## src/rtl/flash_status_pkg.sv

```systemverilog
package flash_status_pkg;
  typedef enum logic [2:0] {
    ST_IDLE, ST_PROG, ST_ERASE, ST_PROT, ST_SUSP, ST_SPROG
  } fsg_state_e;

  typedef enum logic [1:0] {
    OP_PROG = 2'd0, OP_SERASE = 2'd1, OP_CERASE = 2'd2, OP_RESUME = 2'd3
  } fsg_op_e;
endpackage

```

## src/rtl/fsg_ctrl.sv

```systemverilog
module fsg_ctrl
  import flash_status_pkg::*;
#(
  parameter int ADDR_W    = 6,
  parameter int DATA_W    = 8,
  parameter int SECT_W    = 3,
  parameter int CNT_W     = 14,
  parameter int PROG_CYC  = 125,
  parameter int ERASE_CYC = 12500,
  localparam int NUM_SECT = 1 << SECT_W
) (
  input  logic                clk_i,
  input  logic                rst_ni,
  input  logic                cmd_valid_i,
  input  logic [1:0]          cmd_op_i,
  input  logic [ADDR_W-1:0]   cmd_addr_i,
  input  logic [DATA_W-1:0]   cmd_data_i,
  input  logic [NUM_SECT-1:0] prot_mask_i,
  input  logic                done_i,
  input  logic                suspend_i,
  output fsg_state_e          st_o,
  output logic [ADDR_W-1:0]   tgt_addr_o,
  output logic [DATA_W-1:0]   tgt_data_o,
  output logic [NUM_SECT-1:0] esel_o,
  output logic                win_prog_o,
  output logic [CNT_W-1:0]    cnt_o,
  output logic                wr_en_o,
  output logic                er_en_o
);
  fsg_state_e          st_q, st_d;
  logic [ADDR_W-1:0]   addr_q, addr_d;
  logic [DATA_W-1:0]   data_q, data_d;
  logic [NUM_SECT-1:0] esel_q, esel_d;
  logic                win_prog_q, win_prog_d;
  logic                ret_susp_q, ret_susp_d;
  logic [CNT_W-1:0]    cnt_q, cnt_d;

  logic [SECT_W-1:0]   cmd_sect;
  logic [NUM_SECT-1:0] cmd_oh;
  logic                prot_hit;
  fsg_op_e             op;

  assign cmd_sect = cmd_addr_i[ADDR_W-1 -: SECT_W];
  assign cmd_oh   = NUM_SECT'(1) << cmd_sect;
  assign prot_hit = prot_mask_i[cmd_sect];
  assign op       = fsg_op_e'(cmd_op_i);

  always_comb begin
    st_d       = st_q;
    addr_d     = addr_q;
    data_d     = data_q;
    esel_d     = esel_q;
    win_prog_d = win_prog_q;
    ret_susp_d = ret_susp_q;
    cnt_d      = cnt_q;
    wr_en_o    = 1'b0;
    er_en_o    = 1'b0;
    unique case (st_q)
      ST_IDLE: if (cmd_valid_i) begin
        unique case (op)
          OP_PROG: begin
            addr_d     = cmd_addr_i;
            data_d     = cmd_data_i;
            ret_susp_d = 1'b0;
            if (prot_hit) begin
              st_d       = ST_PROT;
              win_prog_d = 1'b1;
              cnt_d      = CNT_W'(PROG_CYC - 1);
            end else begin
              st_d = ST_PROG;
            end
          end
          OP_SERASE: begin
            addr_d     = cmd_addr_i;
            ret_susp_d = 1'b0;
            win_prog_d = 1'b0;
            if (prot_hit) begin
              st_d  = ST_PROT;
              cnt_d = CNT_W'(ERASE_CYC - 1);
            end else begin
              st_d   = ST_ERASE;
              esel_d = cmd_oh;
            end
          end
          OP_CERASE: begin
            ret_susp_d = 1'b0;
            win_prog_d = 1'b0;
            if (&prot_mask_i) begin
              st_d  = ST_PROT;
              cnt_d = CNT_W'(ERASE_CYC - 1);
            end else begin
              st_d   = ST_ERASE;
              esel_d = ~prot_mask_i;
            end
          end
          default: ;
        endcase
      end
      ST_PROG: if (done_i) begin
        wr_en_o = 1'b1;
        st_d    = ST_IDLE;
      end
      ST_ERASE: begin
        if (done_i) begin
          er_en_o = 1'b1;
          st_d    = ST_IDLE;
        end else if (suspend_i) begin
          st_d = ST_SUSP;
        end
      end
      ST_PROT: begin
        if (cnt_q == '0) st_d = ret_susp_q ? ST_SUSP : ST_IDLE;
        else             cnt_d = cnt_q - 1'b1;
      end
      ST_SUSP: if (cmd_valid_i) begin
        // only sectors outside the suspended erase may be programmed
        if (op == OP_PROG && !esel_q[cmd_sect]) begin
          addr_d = cmd_addr_i;
          data_d = cmd_data_i;
          if (prot_hit) begin
            st_d       = ST_PROT;
            win_prog_d = 1'b1;
            ret_susp_d = 1'b1;
            cnt_d      = CNT_W'(PROG_CYC - 1);
          end else begin
            st_d = ST_SPROG;
          end
        end else if (op == OP_RESUME) begin
          st_d = ST_ERASE;
        end
      end
      ST_SPROG: if (done_i) begin
        wr_en_o = 1'b1;
        st_d    = ST_SUSP;
      end
      default: st_d = ST_IDLE;
    endcase
  end

  always_ff @(posedge clk_i or negedge rst_ni) begin
    if (!rst_ni) begin
      st_q       <= ST_IDLE;
      addr_q     <= '0;
      data_q     <= '0;
      esel_q     <= '0;
      win_prog_q <= 1'b0;
      ret_susp_q <= 1'b0;
      cnt_q      <= '0;
    end else begin
      st_q       <= st_d;
      addr_q     <= addr_d;
      data_q     <= data_d;
      esel_q     <= esel_d;
      win_prog_q <= win_prog_d;
      ret_susp_q <= ret_susp_d;
      cnt_q      <= cnt_d;
    end
  end

  assign st_o       = st_q;
  assign tgt_addr_o = addr_q;
  assign tgt_data_o = data_q;
  assign esel_o     = esel_q;
  assign win_prog_o = win_prog_q;
  assign cnt_o      = cnt_q;
endmodule

```

## src/rtl/fsg_array.sv

```systemverilog
module fsg_array #(
  parameter int ADDR_W    = 6,
  parameter int DATA_W    = 8,
  parameter int SECT_W    = 3,
  localparam int NUM_SECT = 1 << SECT_W
) (
  input  logic                clk_i,
  input  logic                rst_ni,
  input  logic                wr_en_i,
  input  logic [ADDR_W-1:0]   wr_addr_i,
  input  logic [DATA_W-1:0]   wr_data_i,
  input  logic                er_en_i,
  input  logic [NUM_SECT-1:0] esel_i,
  input  logic [ADDR_W-1:0]   rd_addr_i,
  output logic [DATA_W-1:0]   rd_data_o
);
  localparam int DEPTH = 1 << ADDR_W;
  localparam int WPS   = DEPTH / NUM_SECT;

  logic [DEPTH-1:0][DATA_W-1:0] words;

  for (genvar g = 0; g < DEPTH; g++) begin : g_word
    localparam logic [SECT_W-1:0] SIDX  = SECT_W'(g / WPS);
    localparam logic [ADDR_W-1:0] WADDR = ADDR_W'(g);
    logic [DATA_W-1:0] word_q;
    always_ff @(posedge clk_i or negedge rst_ni) begin
      if (!rst_ni)                             word_q <= '1;
      else if (er_en_i && esel_i[SIDX])        word_q <= '1;
      else if (wr_en_i && wr_addr_i == WADDR)  word_q <= wr_data_i;
    end
    assign words[g] = word_q;
  end

  assign rd_data_o = words[rd_addr_i];
endmodule

```

## src/rtl/fsg_rdmux.sv

```systemverilog
module fsg_rdmux
  import flash_status_pkg::*;
#(
  parameter int DATA_W    = 8,
  parameter int SECT_W    = 3,
  localparam int NUM_SECT = 1 << SECT_W
) (
  input  fsg_state_e          st_i,
  input  logic                tgt_msb_i,
  input  logic                win_prog_i,
  input  logic [NUM_SECT-1:0] esel_i,
  input  logic [SECT_W-1:0]   rd_sect_i,
  input  logic [DATA_W-1:0]   arr_data_i,
  output logic [DATA_W-1:0]   rd_data_o,
  output logic                ready_o
);
  localparam logic [DATA_W-2:0] LOW_ZERO = '0;

  always_comb begin
    unique case (st_i)
      ST_PROG, ST_SPROG: rd_data_o = {~tgt_msb_i, LOW_ZERO};
      ST_PROT:           rd_data_o = {win_prog_i & ~tgt_msb_i, LOW_ZERO};
      ST_ERASE:          rd_data_o = '0;
      ST_SUSP:           rd_data_o = esel_i[rd_sect_i] ? {1'b1, LOW_ZERO} : arr_data_i;
      default:           rd_data_o = arr_data_i;
    endcase
  end

  assign ready_o = (st_i == ST_IDLE) || (st_i == ST_SUSP);
endmodule

```

## src/rtl/flash_status_gen.sv

```systemverilog
module flash_status_gen
  import flash_status_pkg::*;
#(
  parameter int CLK_FREQ_HZ = 125_000_000,
  parameter int ADDR_W      = 6,
  parameter int DATA_W      = 8,
  parameter int SECT_W      = 3
) (
  input  logic                     clk_i,
  input  logic                     rst_ni,
  input  logic                     cmd_valid_i,
  input  logic [1:0]               cmd_op_i,
  input  logic [ADDR_W-1:0]        cmd_addr_i,
  input  logic [DATA_W-1:0]        cmd_data_i,
  input  logic [(1<<SECT_W)-1:0]   prot_mask_i,
  input  logic                     done_i,
  input  logic                     suspend_i,
  input  logic [ADDR_W-1:0]        rd_addr_i,
  output logic [DATA_W-1:0]        rd_data_o,
  output logic                     ready_o
);
  localparam int NUM_SECT  = 1 << SECT_W;
  localparam int PROG_CYC  = (CLK_FREQ_HZ / 1_000_000 < 1) ? 1 : CLK_FREQ_HZ / 1_000_000;
  localparam int ERASE_CYC = (CLK_FREQ_HZ / 10_000 < 1) ? 1 : CLK_FREQ_HZ / 10_000;
  localparam int CNT_W     = $clog2(ERASE_CYC + 1);

  fsg_state_e          st;
  logic [ADDR_W-1:0]   tgt_addr;
  logic [DATA_W-1:0]   tgt_data;
  logic [NUM_SECT-1:0] esel;
  logic                win_prog;
  logic [CNT_W-1:0]    win_cnt;
  logic                wr_en, er_en;
  logic [DATA_W-1:0]   arr_data;

  fsg_ctrl #(
    .ADDR_W(ADDR_W), .DATA_W(DATA_W), .SECT_W(SECT_W), .CNT_W(CNT_W),
    .PROG_CYC(PROG_CYC), .ERASE_CYC(ERASE_CYC)
  ) i_ctrl (
    .clk_i, .rst_ni, .cmd_valid_i, .cmd_op_i, .cmd_addr_i, .cmd_data_i,
    .prot_mask_i, .done_i, .suspend_i,
    .st_o(st), .tgt_addr_o(tgt_addr), .tgt_data_o(tgt_data), .esel_o(esel),
    .win_prog_o(win_prog), .cnt_o(win_cnt), .wr_en_o(wr_en), .er_en_o(er_en)
  );

  fsg_array #(.ADDR_W(ADDR_W), .DATA_W(DATA_W), .SECT_W(SECT_W)) i_array (
    .clk_i, .rst_ni,
    .wr_en_i(wr_en), .wr_addr_i(tgt_addr), .wr_data_i(tgt_data),
    .er_en_i(er_en), .esel_i(esel), .rd_addr_i, .rd_data_o(arr_data)
  );

  fsg_rdmux #(.DATA_W(DATA_W), .SECT_W(SECT_W)) i_rdmux (
    .st_i(st), .tgt_msb_i(tgt_data[DATA_W-1]), .win_prog_i(win_prog), .esel_i(esel),
    .rd_sect_i(rd_addr_i[ADDR_W-1 -: SECT_W]), .arr_data_i(arr_data),
    .rd_data_o, .ready_o
  );
endmodule

```

## config.mk

```make
export PLATFORM = sky130hd
export DESIGN_NAME = flash_status_gen
export DESIGN_NICKNAME = d
export VERILOG_FILES = /design/src/rtl/flash_status_pkg.sv /design/src/rtl/fsg_ctrl.sv /design/src/rtl/fsg_array.sv /design/src/rtl/fsg_rdmux.sv /design/src/rtl/flash_status_gen.sv
export SDC_FILE = /design/constraint.sdc
export NUM_CORES = 1
export LEC_CHECK = 0
export BUFFER_PORTS_ARGS = -buffer_cell sky130_fd_sc_hd__buf_2
export CORE_ASPECT_RATIO = 1.2
export CORE_MARGIN = 8
export CORE_UTILIZATION = 48
export DETAILED_ROUTE_END_ITERATION = 10
export GPL_TIMING_DRIVEN = 0
export PLACE_DENSITY = 0.6
export SETUP_SLACK_MARGIN = 0.4
export SKIP_CTS_REPAIR_TIMING = 1
export SLEW_MARGIN = 20
export SYNTH_ARGS = -nofsm -noshare
export SYNTH_HDL_FRONTEND = slang
export SYNTH_HIERARCHICAL = 1
export SYNTH_SLANG_ARGS = --single-unit
```

## constraint.sdc

```tcl
create_clock -name clk_i -period 6.5 [get_ports clk_i]
set_input_delay 0.975 -clock clk_i [delete_from_list [all_inputs] [get_ports clk_i]]
set_output_delay 0.975 -clock clk_i [all_outputs]
set_load 0.1 [all_outputs]
```

==> results.yml, run 1 <==
placement:
  dp_hpwl_mm: 78.1
  io_buffers: 38
  placedCellCount: 3742
  place.gp.congestion: 1.19
yosys:
  async_flop_share_pct: 100
  ys_seq_area_share_pct: 51.7
  yosys.cell_types.count: 81
  yosys.area.top_type: "dfstp_2"
  ys_top_cells_by_area: "dfstp_2 48%, nand2_1 15%, mux4_2 10%, nand3_1 9.5%, dfrtp_1 3.7%"
  ys_seq_elements: 553
  synth_ff_type: "dfstp_2"
  syn_nets: 2992
  post-synth-top-count-cell: "nand2_1"
  syn_inst: 2951
  syn_area_sq_um: 28000
  synth-edff-count: 0
  yosys_warnings: 6
  yosys-top-cells-count: "1,150 x nand2_1, 531 x nand3_1, 512 x dfstp_2"
  postSynthAreaPerCell_sq_um: 9.48
  netlist.area_leader.share_pct: 48.1
global_routing:
  antenna_found_initial: 1
  overflow: 0
  grtUsageTotal_pct: 33.5
  grt_max_degree: 99
  grt_first_pass_wirelength_mm: 164
  grt_pass1_vias: 24218
pwr:
  pwr-share-seq_pct: 44.2
  powerDensity_nw_per_um2: 535
  max-vdd-ir-drop_mv: 0.359
  p_comb_share_pct: 33.6
  pwr-share-clk_pct: 22.2
  total_power_mw: 16.8
  swShare_pct: 36.6
  p_leak_nw: 13.5
  p_int_mw: 10.7
  p_switching_mw: 6.16
clocking:
  htreeDepth: 2
  clk_latency_ps: 640
  cts.sinks: 553
  cts_buffers: 59
  cts_tree: "yes"
  cts-root-buf: "clkbuf_16"
  clk_pin_slew_ps: 60
  cts_buffer_depth: 3
cells_and_area:
  nets: 3102
  layoutNonFillerInstCount: 3854
  fillCellCount: 5247
  syn_to_final_growth_pct: 12.6
  drive_above_1_share_pct: 29.2
floorplanning:
  start_util_pct: 48.2
  io_pins: 44
  dieWidth_microns: 236
  dieArea_sq_um: 66300
  num_rows: 97
  core-area_sq_um: 58000
  die_y_microns: 281
route:
  via_per_inst: 6.37
  drt_first_pass_iters: 6
  wirelength_mm: 112
  via_count: 24546
  ant_nets: 0
  wire_per_inst_microns: 29.2
  drc_errors: 0
  drt_iter0_markers: 2990
sta:
  rsz0062_at_grt: "false"
  clock.fmax_mhz: 168
  finalCritPeriodShare_pct: 91.8
  slew_headroom_pct: 17.3
  hold_viol_final: 0
  fin_crit_ps: 5970
  setup_viol: 0
  tightest_slew_ps: 1240
  slew_violations: 0
  clock_skew_ps: 28.6
setup_path:
  crit_slowest_cell: "clkbuf_1"
  r2r-end: "i_array/g_word[3].word_q[4]$_DFFE_PN1P_"
  cp_top_family: "buffers and inverters"
  cpMostUsedCell: "buf_2"
  cp-endpoint: "rd_data_o[7]"
  reg2reg_slack_ps: 2690
  worstReg2RegStart: "i_ctrl/st_o[0]$_DFFE_PN0P_"
  worstSetupPathType: "in2out"
  cp.depth: 10
  reg2reg_depth: 8
  critPathMaxFanout: 10
  cp.required_ps: 5520
  crit_start: "rd_addr_i[2]"
  critPathBufInv: 6
  start_kind: "input pin"
  worstPathCellList: "buf_2, buf_2, buf_2, clkbuf_1, o221ai_1, o21ai_0, a22o_1, inv_1, o221ai_1, buf_2"
  cpPeakStageDelay_ps: 670
  worst_setup_path_end_kind: "output pin"
  worst_ep_arrival_time_ps: 4990
min_path:
  hold_class: "in2async"
outcome:
  status: "completed"
flow_run:
  maxCapViolCount: 0
## layer usage
layer / vias up / part of all wire (%) / global-route usage [%]
li1: 10336 / - / -
met1: 12421 / 37 / 42.4
met2: 1441 / 45 / 52.3
met3: 346 / 9.9 / 7.73
met4: 2 / 7.3 / 20.1
met5: - / 0.040 / 0.591
## cells in the final DEF, fill, tap and decap left out, types with 10 or more instances in the layout
cell type / n
nor2_1: 83
o21ai_0: 13
clkbuf_8: 11
nor2_2: 10
bufinv_16: 11
buf_4: 16
nor2b_1: 12
o22ai_1: 20
buf_2: 59
dfstp_2: 512
mux4_2: 127
clkbuf_16: 60
mux2_2: 28
clkbuf_1: 141
inv_1: 13
nand3_1: 531
clkinv_2: 17
nor3_1: 12
mux2i_1: 30
nand2_1: 1150
a21oi_1: 23
dfrtp_1: 41
nand2b_1: 10
a211oi_1: 10
## worst reg2reg max path: stages (launching register included)
cell	delay, ps
dfrtp_1	510
clkbuf_1	340
nand2_1	90
nor2_1	800
nor3b_1	940
buf_2	370
nand2_1	370
nand2_1	190
nand3_1	90
## layout make-up
cell class	instances	area, sq um	share of cell area [%]
flip-flops and latches	553	14500	46.0
multi-input cells	2205	12700	40.4
clock buffers	76	1670	5.31
well taps	742	928	2.95
plain buffers	177	763	2.42
clock inverters	35	479	1.52
repair buffers	49	400	1.27
inverters	16	62.6	0.199
diodes	1	2.50	0.00794
## cells by family after synthesis
group | after synthesis | share of synthesized area, %
and+or+nand+nor | 1863 | 28.3
DFF | 553 | 51.7
muxes | 194 | 12.9
buffers and inverters | 193 | 2.94
AOI/OAI and AO/OA | 140 | 3.73
adders and majority gates | 6 | 0.268
xor gates and xnor gates | 2 | 0.0626
## through the flow
| step | cell area, sq um | hold WS (ps) | utilization, % | TNS, ps | setup WS [ps] |
|---|---|---|---|---|---|
| floorplan | 28000 | 462 | - | 0 | 1680 |
| global placement | 29100 | 469 | 50.2 | -1807490 | -6470 |
| detailed placement | 29400 | 475 | 50.6 | 0 | 734 |
| CTS | 31500 | 352 | 54.3 | 0 | 724 |
| global route | 31500 | 397 | 54.3 | 0 | 541 |
| finish | 31500 | 382 | 54.3 | 0 | 532 |
## sequential cells by signal, summed over array words and instances, names as in the netlist
signal                 flops
i_ctrl/tgt_data_o          8
i_array/g_word.word_q    512
i_ctrl/win_prog_o          1
i_ctrl/cnt_o              14
i_ctrl/esel_o              8
i_ctrl/st_o                3
i_ctrl/tgt_addr_o          6
i_ctrl/ret_susp_q          1
## power by group through the flow
stage	Clock [mW]	Combinational, mW	Sequential [mW]
detailed placement	0	5.50	7.44
global placement	0	5.34	7.35
CTS	3.79	5.53	7.41
global route	3.92	5.99	7.64
finish	3.74	5.66	7.45
floorplan	0	3.73	6.98
## worst min-delay path by stage
stage | start | end | slack (ps) | cells past startpoint
floorplan | i_array/g_word[34].word_q[7]$_DFFE_PN1P_ | i_array/g_word[34].word_q[7]$_DFFE_PN1P_ | 460 | 2
detailed placement | i_array/g_word[38].word_q[7]$_DFFE_PN1P_ | i_array/g_word[38].word_q[7]$_DFFE_PN1P_ | 470 | 2
finish | rst_ni | i_ctrl/tgt_data_o[6]$_DFFE_PN0P_ | 380 | 1
CTS | rst_ni | i_ctrl/st_o[0]$_DFFE_PN0P_ | 350 | 1
global route | rst_ni | i_ctrl/tgt_data_o[5]$_DFFE_PN0P_ | 400 | 1
global placement | i_array/g_word[18].word_q[7]$_DFFE_PN1P_ | i_array/g_word[18].word_q[7]$_DFFE_PN1P_ | 470 | 2
Power figures use the tool's default switching activity.
==> inputs of run 2 (changes only) <==
Settings changed: CORE_UTILIZATION 48 to 51, GPL_ROUTABILITY_DRIVEN from default to 0, PLACE_DENSITY 0.6 to 0.63.
==> results.yml, run 2 (synthesis results as in run 1) <==
outcome:
  status: "completed"
placement:
  placedCellCount: 3719
  placedInstanceArea_sq_um: 29300
  dp_hpwl_mm: 74.5
  io_buffers: 38
  dp_slack_ps: 938
pwr:
  pwr-share-seq_pct: 44.5
  swShare_pct: 36.6
  pwr-share-clk_pct: 22.1
  p_leak_nw: 13.5
  max-vdd-ir-drop_mv: 0.334
  powerDensity_nw_per_um2: 534
  p_int_mw: 10.7
  p_switching_mw: 6.15
  p_comb_share_pct: 33.5
sta:
  rsz0062_at_grt: "false"
  hold_viol_final: 0
  clock.fmax_mhz: 175
  fin_crit_ps: 5720
  slew_violations: 0
  tightest_slew_ps: 1270
  final.setup.worst_slack_ps: 778
  slew_headroom_pct: 14.9
  clock_skew_ps: 11.3
  finalCritPeriodShare_pct: 88.0
  setup_viol: 0
setup_path:
  worst_setup_path_end_kind: "output pin"
  reg2reg_depth: 9
  cpMostUsedCell: "buf_2"
  cp.depth: 10
  critPathMaxFanout: 10
  start_kind: "input pin"
  critPathBufInv: 6
  cpPeakStageDelay_ps: 620
  worstReg2RegStart: "i_ctrl/st_o[0]$_DFFE_PN0P_"
  worstPathCellList: "buf_2, buf_2, buf_2, clkbuf_1, o221ai_1, o21ai_0, a22o_1, inv_1, o221ai_1, buf_2"
  cp_top_family: "buffers and inverters"
  crit_start: "rd_addr_i[2]"
  crit_slowest_cell: "clkbuf_1"
  cp.required_ps: 5520
  worst_ep_arrival_time_ps: 4750
  worstSetupPathType: "in2out"
cells_and_area:
  mostFrequentLayoutCells: "1,150 x nand2_1, 531 x nand3_1, 512 x dfstp_2, 147 x clkbuf_1, 127 x mux4_2"
  regMostFlops: "i_array/g_word.word_q"
  largest_reg_flops: 512
  drive_above_1_share_pct: 29.1
  layoutNonFillerInstCount: 3840
  mostFrequentLayoutCell: "nand2_1"
  nets: 3101
  syn_to_final_growth_pct: 12.5
  final_cell_area_sq_um: 31500
clocking:
  cts_tree: "yes"
  clk_pin_slew_ps: 60
  cts-root-buf: "clkbuf_16"
  clk_latency_ps: 640
  cts_buffers: 59
  htreeDepth: 2
  cts.sinks: 553
  cts_buffer_depth: 3
flow_run:
  maxCapViolCount: 0
floorplanning:
  die_y_microns: 273
  core-area_sq_um: 54600
  io_pins: 44
  num_rows: 94
  start_util_pct: 51.3
  dieArea_sq_um: 62700
  dieWidth_microns: 230
global_routing:
  antenna_found_initial: 5
  grt_first_pass_wirelength_mm: 161
  overflow: 0
  grt_max_degree: 104
  grtUsageTotal_pct: 34.3
  grt_pass1_vias: 24383
route:
  drt_iter0_markers: 3343
  via_per_inst: 6.45
  ant_nets: 0
  wirelength_mm: 109
  drt_first_pass_iters: 7
  drc_errors: 0
  wire_per_inst_microns: 28.4
  via_count: 24786
min_path:
  hold_class: "in2async"
[run 2: changes by cell type in the layout (fill, tap and decap cells not counted), sizes merged]
cell and change:
inv +1, clkinv -4, bufinv -3, buf -1, clkbuf +9, diode +8, clkinvlp -2
[run 2: routing by layer]
layer / share of wire, % / GRT usage (%) / routed length (microns) / vias to the layer above
li1: - / - / - / 10357
met1: 35 / 41.3 / 38300 / 12289
met2: 44 / 51.5 / 48200 / 1686
met3: 12 / 11.8 / 13300 / 454
met4: 8.4 / 23.8 / 9210 / 0
met5: 0 / 0.703 / 0 / -
[run 2: cell type report]
cell class | count | area (sq um)
Clock inverter | 27 | 360
Clock buffer | 85 | 1780
Tap cell | 720 | 901
Timing Repair Buffer | 48 | 393
Inverter | 16 | 62.6
Multi-Input combinational cell | 2205 | 12700
Fill cell | 4762 | 23100
Sequential cell | 553 | 14500
Antenna cell | 9 | 22.5
Buffer | 177 | 761
[run 2: power groups by stage]
| stage | logic, mW | clock network (mW) | registers (mW) |
|---|---|---|---|
| floorplan | 3.73 | 0 | 6.98 |
| global placement | 5.22 | 0 | 7.35 |
| detailed placement | 5.41 | 0 | 7.43 |
| CTS | 5.44 | 3.75 | 7.41 |
| global route | 5.96 | 3.87 | 7.63 |
| finish | 5.62 | 3.71 | 7.47 |
[run 2: stage by stage]
stage	utilization [%]	setup TNS, ps	power [mW]	hold slack (ps)
after floorplan	-	0	10.7	462
after global placement	53.3	-1715780	12.6	469
after detailed placement	53.7	0	12.8	474
after CTS	57.6	0	16.6	271
after global routing	57.7	0	17.5	310
final	57.7	0	16.8	302
[run 2: path summary, 6_finish.rpt]
check                                                           endpoint  slack (ps)
worst max-delay path                                        rd_data_o[7]         780
worst min-delay path                    i_ctrl/tgt_data_o[3]$_DFFE_PN0P_         300
worst max register to register  i_array/g_word[53].word_q[4]$_DFFE_PN1P_        2670
worst min register to register  i_array/g_word[37].word_q[7]$_DFFE_PN1P_         480
max in group asynchronous        i_array/g_word[4].word_q[3]$_DFFE_PN1P_        4630
min in group clk_i              i_array/g_word[37].word_q[7]$_DFFE_PN1P_         480
